**src/rtl/beep_pkg.sv**
```systemverilog
`timescale 1ns/1ps
// Package: beep_pkg
// Holds the state encoding shared by the beep code sequencer.
// Assumes nothing beyond a two-bit state register.
package beep_pkg;
    typedef enum logic [1:0] {
        ST_IDLE = 2'd0,   // waiting for a start strobe
        ST_BEEP = 2'd1,   // speaker enabled for one beep
        ST_BGAP = 2'd2,   // short silence inside a burst
        ST_GGAP = 2'd3    // long silence between bursts
    } seq_state_t;
endpackage

```
**src/rtl/beep_timer.sv**
```systemverilog
`timescale 1ns/1ps
// Module: beep_timer
// Loadable down-counter that times every phase of the pattern.
// Loading value N makes `expired` go high N cycles later, and it stays
// high until the next load. The counter holds at zero.
// Assumes the caller loads it on the edge that enters a phase.
module beep_timer #(
    parameter int CW = 8
) (
    input  logic          clk,
    input  logic          rst_n,
    input  logic          load,
    input  logic [CW-1:0] load_val,
    output logic          expired
);
    logic [CW-1:0] cnt;

    // Count down toward zero, or restart from the loaded value.
    always_ff @(posedge clk) begin
        if (!rst_n)
            cnt <= '0;
        else if (load)
            cnt <= load_val;
        else if (cnt != '0)
            cnt <= cnt - CW'(1);
    end

    // Phase is over once the count reaches zero.
    always_comb expired = (cnt == '0);

    // phase lengths depend on decrementing by exactly one per cycle.
    assert_count_step_R2: assert property (@(posedge clk) disable iff (!rst_n)
        (!load && cnt != '0) |=> (cnt == $past(cnt) - CW'(1)));

    // a load takes effect on the next edge.
    assert_load_value_R2: assert property (@(posedge clk) disable iff (!rst_n)
        load |=> (cnt == $past(load_val)));
endmodule

```
**src/rtl/beep_group_sel.sv**
```systemverilog
`timescale 1ns/1ps
// Module: beep_group_sel
// Holds the captured code in a shift register and presents the current
// slice, starting with the most significant one. A step moves to the next
// slice. `last_grp` flags the final slice.
// Assumes `load` and `step` never arrive in the same cycle.
module beep_group_sel #(
    parameter int CODE_W = 8,
    parameter int GRP_W  = 2
) (
    input  logic              clk,
    input  logic              rst_n,
    input  logic              load,
    input  logic [CODE_W-1:0] code,
    input  logic              step,
    output logic [GRP_W-1:0]  cur_val,
    output logic              last_grp
);
    localparam int NG = CODE_W / GRP_W;
    localparam int IW = $clog2(NG + 1);

    logic [CODE_W-1:0] shreg;
    logic [IW-1:0]     grp_idx;

    // Capture the code on load and shift one slice per step.
    always_ff @(posedge clk) begin
        if (!rst_n) begin
            shreg   <= '0;
            grp_idx <= '0;
        end else if (load) begin
            shreg   <= code;
            grp_idx <= '0;
        end else if (step) begin
            shreg   <= {shreg[CODE_W-GRP_W-1:0], {GRP_W{1'b0}}};
            grp_idx <= grp_idx + IW'(1);
        end
    end

    // The top slice of the register is the one being played.
    always_comb cur_val  = shreg[CODE_W-1 -: GRP_W];
    always_comb last_grp = (grp_idx == IW'(NG - 1));

    // each step exposes the next lower slice of the captured code.
    assert_slice_order_R1: assert property (@(posedge clk) disable iff (!rst_n)
        (step && !load) |=> (cur_val == $past(shreg[CODE_W-GRP_W-1 -: GRP_W])));

    // the slice index advances by one per step.
    assert_index_step_R1: assert property (@(posedge clk) disable iff (!rst_n)
        (step && !load) |=> (grp_idx == $past(grp_idx) + IW'(1)));
endmodule

```
**src/rtl/beep_code_seq.sv**
```systemverilog
`timescale 1ns/1ps
// Module: beep_code_seq
// Plays a checkpoint code as bursts of beeps on a registered speaker
// enable. Each GRP_W-bit slice, most significant first, becomes a burst of
// slice+1 beeps. Beeps are spaced by BEEP_GAP_CYC and bursts by GROUP_GAP_CYC.
// Assumes all durations are at least 1 and GROUP_GAP_CYC > BEEP_GAP_CYC.
module beep_code_seq #(
    parameter int CODE_W        = 8,
    parameter int GRP_W         = 2,
    parameter int BEEP_ON_CYC   = 20_000_000,
    parameter int BEEP_GAP_CYC  = 10_000_000,
    parameter int GROUP_GAP_CYC = 40_000_000
) (
    input  logic              clk,
    input  logic              rst_n,
    input  logic              start,
    input  logic [CODE_W-1:0] code,
    output logic              spk_en,
    output logic              busy,
    output logic              done
);
    import beep_pkg::*;

    localparam int MAX_A = (BEEP_ON_CYC > BEEP_GAP_CYC) ? BEEP_ON_CYC : BEEP_GAP_CYC;
    localparam int MAX_D = (MAX_A > GROUP_GAP_CYC) ? MAX_A : GROUP_GAP_CYC;
    localparam int CW    = $clog2(MAX_D + 1);
    localparam logic [CW-1:0] ON_LD = CW'(BEEP_ON_CYC - 1);
    localparam logic [CW-1:0] BG_LD = CW'(BEEP_GAP_CYC - 1);
    localparam logic [CW-1:0] GG_LD = CW'(GROUP_GAP_CYC - 1);

    seq_state_t       state;
    logic [GRP_W-1:0] rem;       // beeps still to play after the current one
    logic             tmr_load;
    logic [CW-1:0]    tmr_val;
    logic             tmr_done;
    logic             sel_load;
    logic             sel_step;
    logic [GRP_W-1:0] sel_cur;
    logic             sel_last;

    beep_timer #(.CW(CW)) u_timer (
        .clk      (clk),
        .rst_n    (rst_n),
        .load     (tmr_load),
        .load_val (tmr_val),
        .expired  (tmr_done)
    );

    beep_group_sel #(.CODE_W(CODE_W), .GRP_W(GRP_W)) u_sel (
        .clk      (clk),
        .rst_n    (rst_n),
        .load     (sel_load),
        .code     (code),
        .step     (sel_step),
        .cur_val  (sel_cur),
        .last_grp (sel_last)
    );

    // Choose timer reloads and slice moves for the current phase.
    always_comb begin
        tmr_load = 1'b0;
        tmr_val  = '0;
        sel_load = 1'b0;
        sel_step = 1'b0;
        unique case (state)
            ST_IDLE: if (start) begin
                tmr_load = 1'b1;
                tmr_val  = ON_LD;
                sel_load = 1'b1;
            end
            ST_BEEP: if (tmr_done) begin
                if (rem != '0) begin
                    tmr_load = 1'b1;
                    tmr_val  = BG_LD;
                end else if (!sel_last) begin
                    tmr_load = 1'b1;
                    tmr_val  = GG_LD;
                    sel_step = 1'b1;
                end
            end
            ST_BGAP, ST_GGAP: if (tmr_done) begin
                tmr_load = 1'b1;
                tmr_val  = ON_LD;
            end
            default: ;
        endcase
    end

    // Sequence the phases and register the speaker enable and done pulse.
    always_ff @(posedge clk) begin
        if (!rst_n) begin
            state  <= ST_IDLE;
            rem    <= '0;
            spk_en <= 1'b0;
            done   <= 1'b0;
        end else begin
            done <= 1'b0;
            unique case (state)
                ST_IDLE: if (start) begin
                    state  <= ST_BEEP;
                    rem    <= code[CODE_W-1 -: GRP_W];
                    spk_en <= 1'b1;
                end
                ST_BEEP: if (tmr_done) begin
                    spk_en <= 1'b0;
                    if (rem != '0) begin
                        state <= ST_BGAP;
                        rem   <= rem - GRP_W'(1);
                    end else if (!sel_last) begin
                        state <= ST_GGAP;
                    end else begin
                        state <= ST_IDLE;
                        done  <= 1'b1;
                    end
                end
                ST_BGAP: if (tmr_done) begin
                    state  <= ST_BEEP;
                    spk_en <= 1'b1;
                end
                ST_GGAP: if (tmr_done) begin
                    state  <= ST_BEEP;
                    rem    <= sel_cur;
                    spk_en <= 1'b1;
                end
                default: state <= ST_IDLE;
            endcase
        end
    end

    // Busy whenever a pattern is under way.
    always_comb busy = (state != ST_IDLE);

    // done lasts exactly one cycle.
    assert_done_single_R7: assert property (@(posedge clk) disable iff (!rst_n)
        done |=> !done);

    // at done the speaker is silent and the block is free.
    assert_done_quiet_R7: assert property (@(posedge clk) disable iff (!rst_n)
        done |-> (!spk_en && !busy));

    // the speaker is never enabled outside a pattern.
    assert_spk_in_pattern_R10: assert property (@(posedge clk) disable iff (!rst_n)
        spk_en |-> busy);

    // a start seen while idle turns the speaker on at the next edge.
    assert_start_beep_R5: assert property (@(posedge clk) disable iff (!rst_n)
        (!busy && start) |=> (spk_en && busy));

    // a start while busy never reloads the slice register.
    assert_start_ignored_R6: assert property (@(posedge clk) disable iff (!rst_n)
        busy |-> !sel_load);

    // a long silence is entered only after a burst's final beep.
    assert_group_gap_entry_R4: assert property (@(posedge clk) disable iff (!rst_n)
        (state == ST_BEEP && tmr_done && rem != '0) |=> (state == ST_BGAP));

    // reset clears every output at the next edge.
    assert_reset_clears_R8: assert property (@(posedge clk)
        !rst_n |=> (!spk_en && !busy && !done));
endmodule

```
**config.mk**
```make
export PLATFORM = sky130hd
export DESIGN_NAME = beep_code_seq
export DESIGN_NICKNAME = d
export VERILOG_FILES = /design/src/rtl/beep_pkg.sv /design/src/rtl/beep_timer.sv /design/src/rtl/beep_group_sel.sv /design/src/rtl/beep_code_seq.sv
export SDC_FILE = /design/constraint.sdc
export NUM_CORES = 1
export LEC_CHECK = 0
export ABC_AREA = 1
export BUFFER_PORTS_ARGS = -buffer_cell sky130_fd_sc_hd__buf_2
export CAP_MARGIN = 5
export CORE_UTILIZATION = 39
export DETAILED_ROUTE_END_ITERATION = 7
export PLACE_DENSITY = 0.68
export SLEW_MARGIN = 25
export SYNTH_ARGS = -nofsm -noshare
export SYNTH_HDL_FRONTEND = slang
export SYNTH_SLANG_ARGS = --single-unit
```
**constraint.sdc**
```tcl
create_clock -name clk -period 1.8 [get_ports clk]
set_input_delay 0.09 -clock clk [delete_from_list [all_inputs] [get_ports clk]]
set_output_delay 0.09 -clock clk [all_outputs]
set_load 0.005 [all_outputs]
```
==> results of run 1 <==
==> flip-flops by register name, summed over array words and instances, names as in the netlist <==
signal	cells
u_sel.grp_idx	3
rem	2
done	1
state	2
u_timer.cnt	26
u_sel.shreg	8
spk_en	1
==> layer usage <==
| layer | up-vias | routed length [µm] |
|---|---|---|
| met4 | 0 | 73 |
| met2 | 56 | 3030 |
| met5 | - | 0 |
| met1 | 1065 | 2880 |
| li1 | 1233 | - |
| met3 | 7 | 245 |
==> final timing paths <==
| path | end | depth (start not counted) |
|---|---|---|
| worst min-delay path | u_sel.shreg[1]$_SDFFE_PN0P_ | 3 |
| worst min register to register | u_sel.grp_idx[1]$_SDFFE_PP0P_ | 2 |
| worst max register to register | u_timer.cnt[11]$_SDFFE_PN0P_ | 11 |
| worst max-delay path | u_timer.cnt[11]$_SDFFE_PN0P_ | 11 |
==> layout make-up <==
| cell class | count | area [µm²] |
|---|---|---|
| fillers | 581 | 2990 |
| multi-input cells | 280 | 1500 |
| flip-flops and latches | 43 | 862 |
| repair buffers | 42 | 299 |
| inverters | 34 | 128 |
| well taps | 75 | 93.8 |
| clock buffers | 5 | 68.8 |
| clock inverters | 3 | 43.8 |
==> critical path, cell delays in order (launching register included) <==
cell     delay (ns)
dfxtp_1        0.37
nor2_2         0.14
nand2_2        0.09
nor2_2         0.16
nand2_2        0.14
nor2_8         0.21
nand3_4        0.13
buf_4          0.18
nand3_1        0.08
nand2_1        0.05
nand2_1        0.06
nor2_1         0.03
==> placed cells by master (no fill, tap or decap), drive strengths merged, types with 2 or more instances in the layout <==
cell type,instances
clkbuf,5
o21ai,12
xnor2,15
a211oi,2
o21a,2
nand3,16
buf,42
nor3,2
inv,34
nor2,86
nand4,3
ha,4
o2111ai,2
or2,2
xor2,7
clkinv,2
a21oi,33
dfxtp,43
nand2,90
o21bai,2
==> kinds of logic after synthesis <==
| family | after synthesis | share of synthesized area [%] |
|---|---|---|
| AND/OR/NAND/NOR | 199 | 35.6 |
| AO/OA/AOI/OAI | 53 | 11.9 |
| flip-flops | 43 | 35.2 |
| buffers and inverters | 41 | 6.86 |
| XOR/XNOR | 22 | 7.89 |
| adder cells (fa/ha/maj) | 4 | 2.05 |
| multiplexers | 1 | 0.410 |
==> repair_timing <==
item                       in CTS  in global routing
pin swaps                       0                  7
gates resized for setup         1                 22
cloned                          0                  1
setup endpoints to repair       1                 33
setup buffers                   0                  3
==> power by group through the flow <==
stage	Sequential, µW	Combinational [µW]	Clock [µW]
3_5_place_dp	1120	722	0
5_1_grt	1110	878	815
6_report	1100	779	759
2_1_floorplan	1100	529	0
3_3_place_gp	1120	713	0
4_1_cts	1100	729	783
==> stage by stage <==
step / total power [µW] / setup slack, ns / util, % / cell area, µm²
after floorplan: 1630 / 0.0947 / - / 2440
after global placement: 1830 / 0.0686 / 46.2 / 2770
after detailed placement: 1840 / 0.00330 / 46.2 / 2770
after CTS: 2610 / 0.00801 / 48.2 / 2890
after global routing: 2810 / -0.0484 / 50.0 / 3000
final: 2640 / 0.0571 / 50.0 / 3000
==> results_dict.tcl, run 1 <==
set metrics [dict create \
    timing.rr.start "u_timer.cnt[13]$_SDFFE_PN0P_" \
    netlist_area_mm2 0.00244 \
    cts_tree "done" \
    grt_pass1_wl_um 10400 \
    path_max_fanout 5 \
    io_pins 14 \
    use_met3_pct 3.71 \
    initial_utilization_pct 40.8 \
    p_int_uw 1750 \
    ys_warn_count 0 \
    cp.arrival_ns 1.94 \
    synth_cell_types 31 \
    slew_headroom_pct 73.3 \
    yosys-top-cells-count "84 x nand2_1, 80 x nor2_1, 43 x dfxtp_1, 32 x a21oi_1, 32 x inv_1" \
    gr-max-usage-layer "met2" \
    synth_edf_count 0 \
    cts.sinks 43 \
    synthArstFlopShare_pct 0 \
    holdWs_ns 0.0447 \
    core-area_mm2 0.00599 \
    path_class "flip-flop to flip-flop" \
    cp-start-kind "flip-flop" \
    vias 2361 \
    placed_cells 470 \
    h-tree-depth 2 \
    drive_gt1_share_pct 21.1 \
    rows 28 \
    numCtsBuffers 5 \
    yosys.area.top_type_share_pct 35.2 \
    overflow 0 \
    yosysMostFrequentCell "nand2_1" \
    p_comb_share_pct 29.5 \
    grt_max_degree 15 \
    p_leak_uw 0.00143 \
    rrSetupSlack_ns 0.06 \
    via_per_inst 4.90 \
    p_switching_uw 891 \
    ant_nets 0 \
    drv_slew 0 \
    ys_seq_elements 43 \
    syn-instance-count 363 \
    max-vdd-ir-drop_v 0.000465 \
    routedWlPerCell_um 12.9 \
    met1_usage_pct 27.5 \
    hp-start "code[1]" \
    synth_top_area_cell "dfxtp_1" \
    period_minus_slack_ns 1.74 \
    syn_nets 378 \
    place.gp.congestion 0.860 \
    num-nets-final 421 \
    skew_ns 0.00540 \
    antenna_cells 0 \
    antenna_found_initial 0 \
    wl_um 6230 \
    clk_pin_slew_ns 0.08 \
    grt_use_total_pct 20.7 \
    power_density_mw_per_mm2 881 \
    cts_root_buf "clkbuf_8" \
    hpwl_um 4650 \
    fin_setup_tns_ns 0 \
    outcome "finished clean" \
    grt_use_met2_pct 34.9 \
    drc 0 \
    grt_pass1_vias 2228 \
    final-setup-viol-count 0 \
    syn_to_final_growth_pct 22.6 \
    die_width_um 81.2 \
    synth_flop_cell "dfxtp_1" \
    die_y_um 81.2 \
    port-buffer-count 13 \
    rsz0062_at_grt "true" \
    dieArea_mm2 0.00659 \
    holdCritPathClass "primary input to flip-flop" \
    end_kind "flip-flop" \
    worst-endpoint-required_ns 2.00 \
    insertion_delay_ns 0.30 \
    yosysSeqAreaShare_pct 35.2 \
    crit_start "u_timer.cnt[13]$_SDFFE_PN0P_" \
    drtIter0Drc 109 \
    p_seq_share_pct 41.8 \
    firstDrtPassIters 4 \
    hold_buffers 0 \
    period_share_pct 96.8 \
    syn_area_per_cell_um2 6.73 \
    cap_violations 0 \
    clkPwrFrac_pct 28.7 \
    instances_no_fill 482 \
    synth_area_leaders "dfxtp_1 35%, nand2_1 13%, nor2_1 12%" \
    cts.path.max_buffers 2 \
    tightest_slew_ns 0.396 \
    p_sw_share_pct 33.7 \
    hold_violations 0 \
    fmax_mhz 574 \
]
Note: power is estimated with default switching activity, not from simulation.
==> run 2, diff against run 1 <==
--- a/config.mk
+++ b/config.mk
@@ -5,7 +5,7 @@
 export SDC_FILE = /design/constraint.sdc
 export NUM_CORES = 1
 export LEC_CHECK = 0
-export ABC_AREA = 1
+export ABC_AREA = 0
 export BUFFER_PORTS_ARGS = -buffer_cell sky130_fd_sc_hd__buf_2
 export CAP_MARGIN = 5
 export CORE_UTILIZATION = 39
==> run 2 against run 1 <==
- the flow now finishes with violations (setup timing)
- clock skew increased by 0.0082 ns
- worst hold slack improved by 0.012 ns
- final cell count is 4.6% lower
- routed wire length up 22%
- non-clock buffer count is 57 higher
- critical endpoint is now u_sel.shreg[5]$_SDFFE_PN0P_
- largest cell class unchanged
==> results_dict.tcl, run 2 <==
set metrics [dict create \
    rsz0062_at_grt "true" \
    core-area_mm2 0.00592 \
    yosys.area.top_type_share_pct 36.0 \
    syn_to_final_growth_pct 55.4 \
    outcome "finished, violations left" \
    holdWs_ns 0.0563 \
    synth_edf_count 0 \
    worst-endpoint-required_ns 1.99 \
    syn_area_per_cell_um2 8.02 \
    slew_headroom_pct 73.8 \
    synth_top_family_by_area "simple AND/OR/NAND/NOR gates" \
    hold_buffers 0 \
    synth_area_leaders "dfxtp_1 36%, a21oi_1 8.8%, nand2_1 5.0%" \
    cp.arrival_ns 2.31 \
    synth-adder-area-share_pct 2.09 \
    p_leak_uw 0.00147 \
    cp-start-kind "flip-flop" \
    critPathTopFamily "simple AND/OR/NAND/NOR gates" \
    path_class "flip-flop to flip-flop" \
    vias 2577 \
    crit_cells 7 \
    io_pins 14 \
    holdCritPathClass "primary input to flip-flop" \
    path_max_fanout 6 \
    synth_flop_cell "dfxtp_1" \
    path_cells "or4_4 > nor3_4 > and4_1 > and3_4 > buf_12 > mux2i_1 > a21oi_1" \
    drv_slew 0 \
    ys_seq_elements 43 \
    port-buffer-count 13 \
    worst_slack_ns -0.321 \
    h-tree-depth 2 \
    skew_ns 0.0136 \
    place.gp.congestion 0.897 \
    grt_pass1_wl_um 11600 \
    die_width_um 80.3 \
    violations "setup timing" \
    firstDrtPassIters 7 \
    synthMuxAreaShare_pct 4.19 \
    cp_slowest_stage_delay_ns 0.57 \
    cts.sinks 43 \
    via_per_inst 5.60 \
    antenna_cells 0 \
    rows 28 \
    numCtsBuffers 5 \
    largest_reg_flops 26 \
    yosys.area_share.simple_pct 27.3 \
    top_regs "u_timer.cnt x26, u_sel.shreg x8, u_sel.grp_idx x3" \
    mostFrequentLayoutCell "buf_4" \
    synth_xor_area_share_pct 6.23 \
    dieArea_mm2 0.00644 \
    cts_root_buf "clkbuf_8" \
    drc 0 \
    crit_buf_inv 1 \
    end_kind "flip-flop" \
    wl_um 7610 \
    fin_util_pct 62.7 \
    fin_setup_tns_ns -10.10 \
    num-nets-final 399 \
    synth_cell_types 51 \
    post-place-ws_ns -0.362 \
    insertion_delay_ns 0.30 \
    antenna_found_initial 0 \
    fmax_mhz 472 \
    overflow 0 \
    instances_no_fill 460 \
    grt_pass1_vias 2431 \
    yosysSeqAreaShare_pct 36.0 \
    routedWlPerCell_um 16.5 \
    die_y_um 80.3 \
    syn_nets 313 \
    min_path_cells 3 \
    period_minus_slack_ns 2.12 \
    syn-instance-count 298 \
    slowest_stage "or4_4" \
    initial_utilization_pct 40.4 \
    tightest_slew_ns 0.389 \
    largest_register "u_timer.cnt" \
    synthArstFlopShare_pct 0 \
    drtIter0Drc 237 \
    cts.path.max_buffers 2 \
    placed_cells 436 \
    mostFrequentLayoutCells "67 x buf_4, 37 x dfxtp_1, 22 x a21oi_1" \
    clk_pin_slew_ns 0.09 \
    grt_max_degree 18 \
    hpwl_um 4960 \
    nFillCells 460 \
    ys_warn_count 0 \
    power_density_mw_per_mm2 724 \
    yosysMostFrequentCell "dfxtp_1" \
    reg2reg_depth 7 \
    max-vdd-ir-drop_v 0.000611 \
    cts_tree "done" \
    final-setup-viol-count 43 \
    ant_nets 0 \
    hold_violations 0 \
    period_share_pct 118 \
    netlist_area_mm2 0.00239 \
    synth-compound-area-share_pct 18.6 \
    drive_gt1_share_pct 51.4 \
    yosys-top-cells-count "43 x dfxtp_1, 42 x a21oi_1, 32 x nand2_1, 23 x nor2_1, 12 x clkbuf_1" \
    synth_top_area_cell "dfxtp_1" \
    grt_use_total_pct 23.6 \
    cap_violations 0 \
]
run 2: timing repair:
action / 4_1_cts / 5_1_grt
pin swaps: 21 / 30
gates resized for setup: 37 / 47
endpoints found under the setup margin: 43 / 43
cloned: 2 / 2
setup buffers: 9 / 4
run 2: worst reg2reg max path: stages (launching register included):
cell and delay [ns]:
dfxtp_2 0.33, or4_4 0.57, nor3_4 0.23, and4_1 0.25, and3_4 0.24, buf_12 0.13, mux2i_1 0.19, a21oi_1 0.09
run 2: per-layer routing:
metal | wire [µm] | GRT usage, %
met2 | 3780 | 39.1
met1 | 3170 | 30.1
met4 | 117 | 9.11
met3 | 532 | 4.32
met5 | 0 | 0
run 2: cell families (layout without fill, tap and decap cells):
| logic type | Yosys count | count (layout) |
|---|---|---|
| XOR/XNOR | 17 | 17 |
| AND/OR/NAND/NOR | 116 | 116 |
| flip-flops | 43 | 43 |
| multiplexers | 10 | 10 |
| AO/OA/AOI/OAI | 79 | 79 |
| buffers and inverters | 29 | 116 |
| adder cells (fa/ha/maj) | 4 | 4 |
run 2: per-stage QoR:
step           total power (µW)  cell area, µm²
4_1_cts                    2570            3460
2_1_floorplan              1560            2550
3_5_place_dp               1860            3130
3_3_place_gp               1840            3130
6_report                   2690            3710
5_1_grt                    2800            3710
run 2: area by class of cell:
cell class              instances  area (µm²)  area share [%]
multi-input cells             226        1800            48.5
flip-flops and latches         43         868            23.4
repair buffers                 99         832            22.4
well taps                      75        93.8            2.53
clock buffers                   6        72.6            1.95
inverters                       9        33.8           0.909
clock inverters                 2        12.5           0.337
run 2: path summary, 6_finish.rpt:
path	endpoint	from	slack, ns
max	u_sel.shreg[5]$_SDFFE_PN0P_	u_timer.cnt[22]$_SDFFE_PN0P_	-0.32
min	u_sel.shreg[0]$_SDFFE_PN0P_	code[0]	0.06
max reg2reg	u_sel.shreg[5]$_SDFFE_PN0P_	u_timer.cnt[22]$_SDFFE_PN0P_	-0.32
min reg2reg	rem[1]$_SDFFE_PN0P_	rem[1]$_SDFFE_PN0P_	0.50
run 2: report_power, final:
group	switching, µW	internal, µW
combinational	493	489
sequential	56.8	1030
clock	349	272
total	898	1790
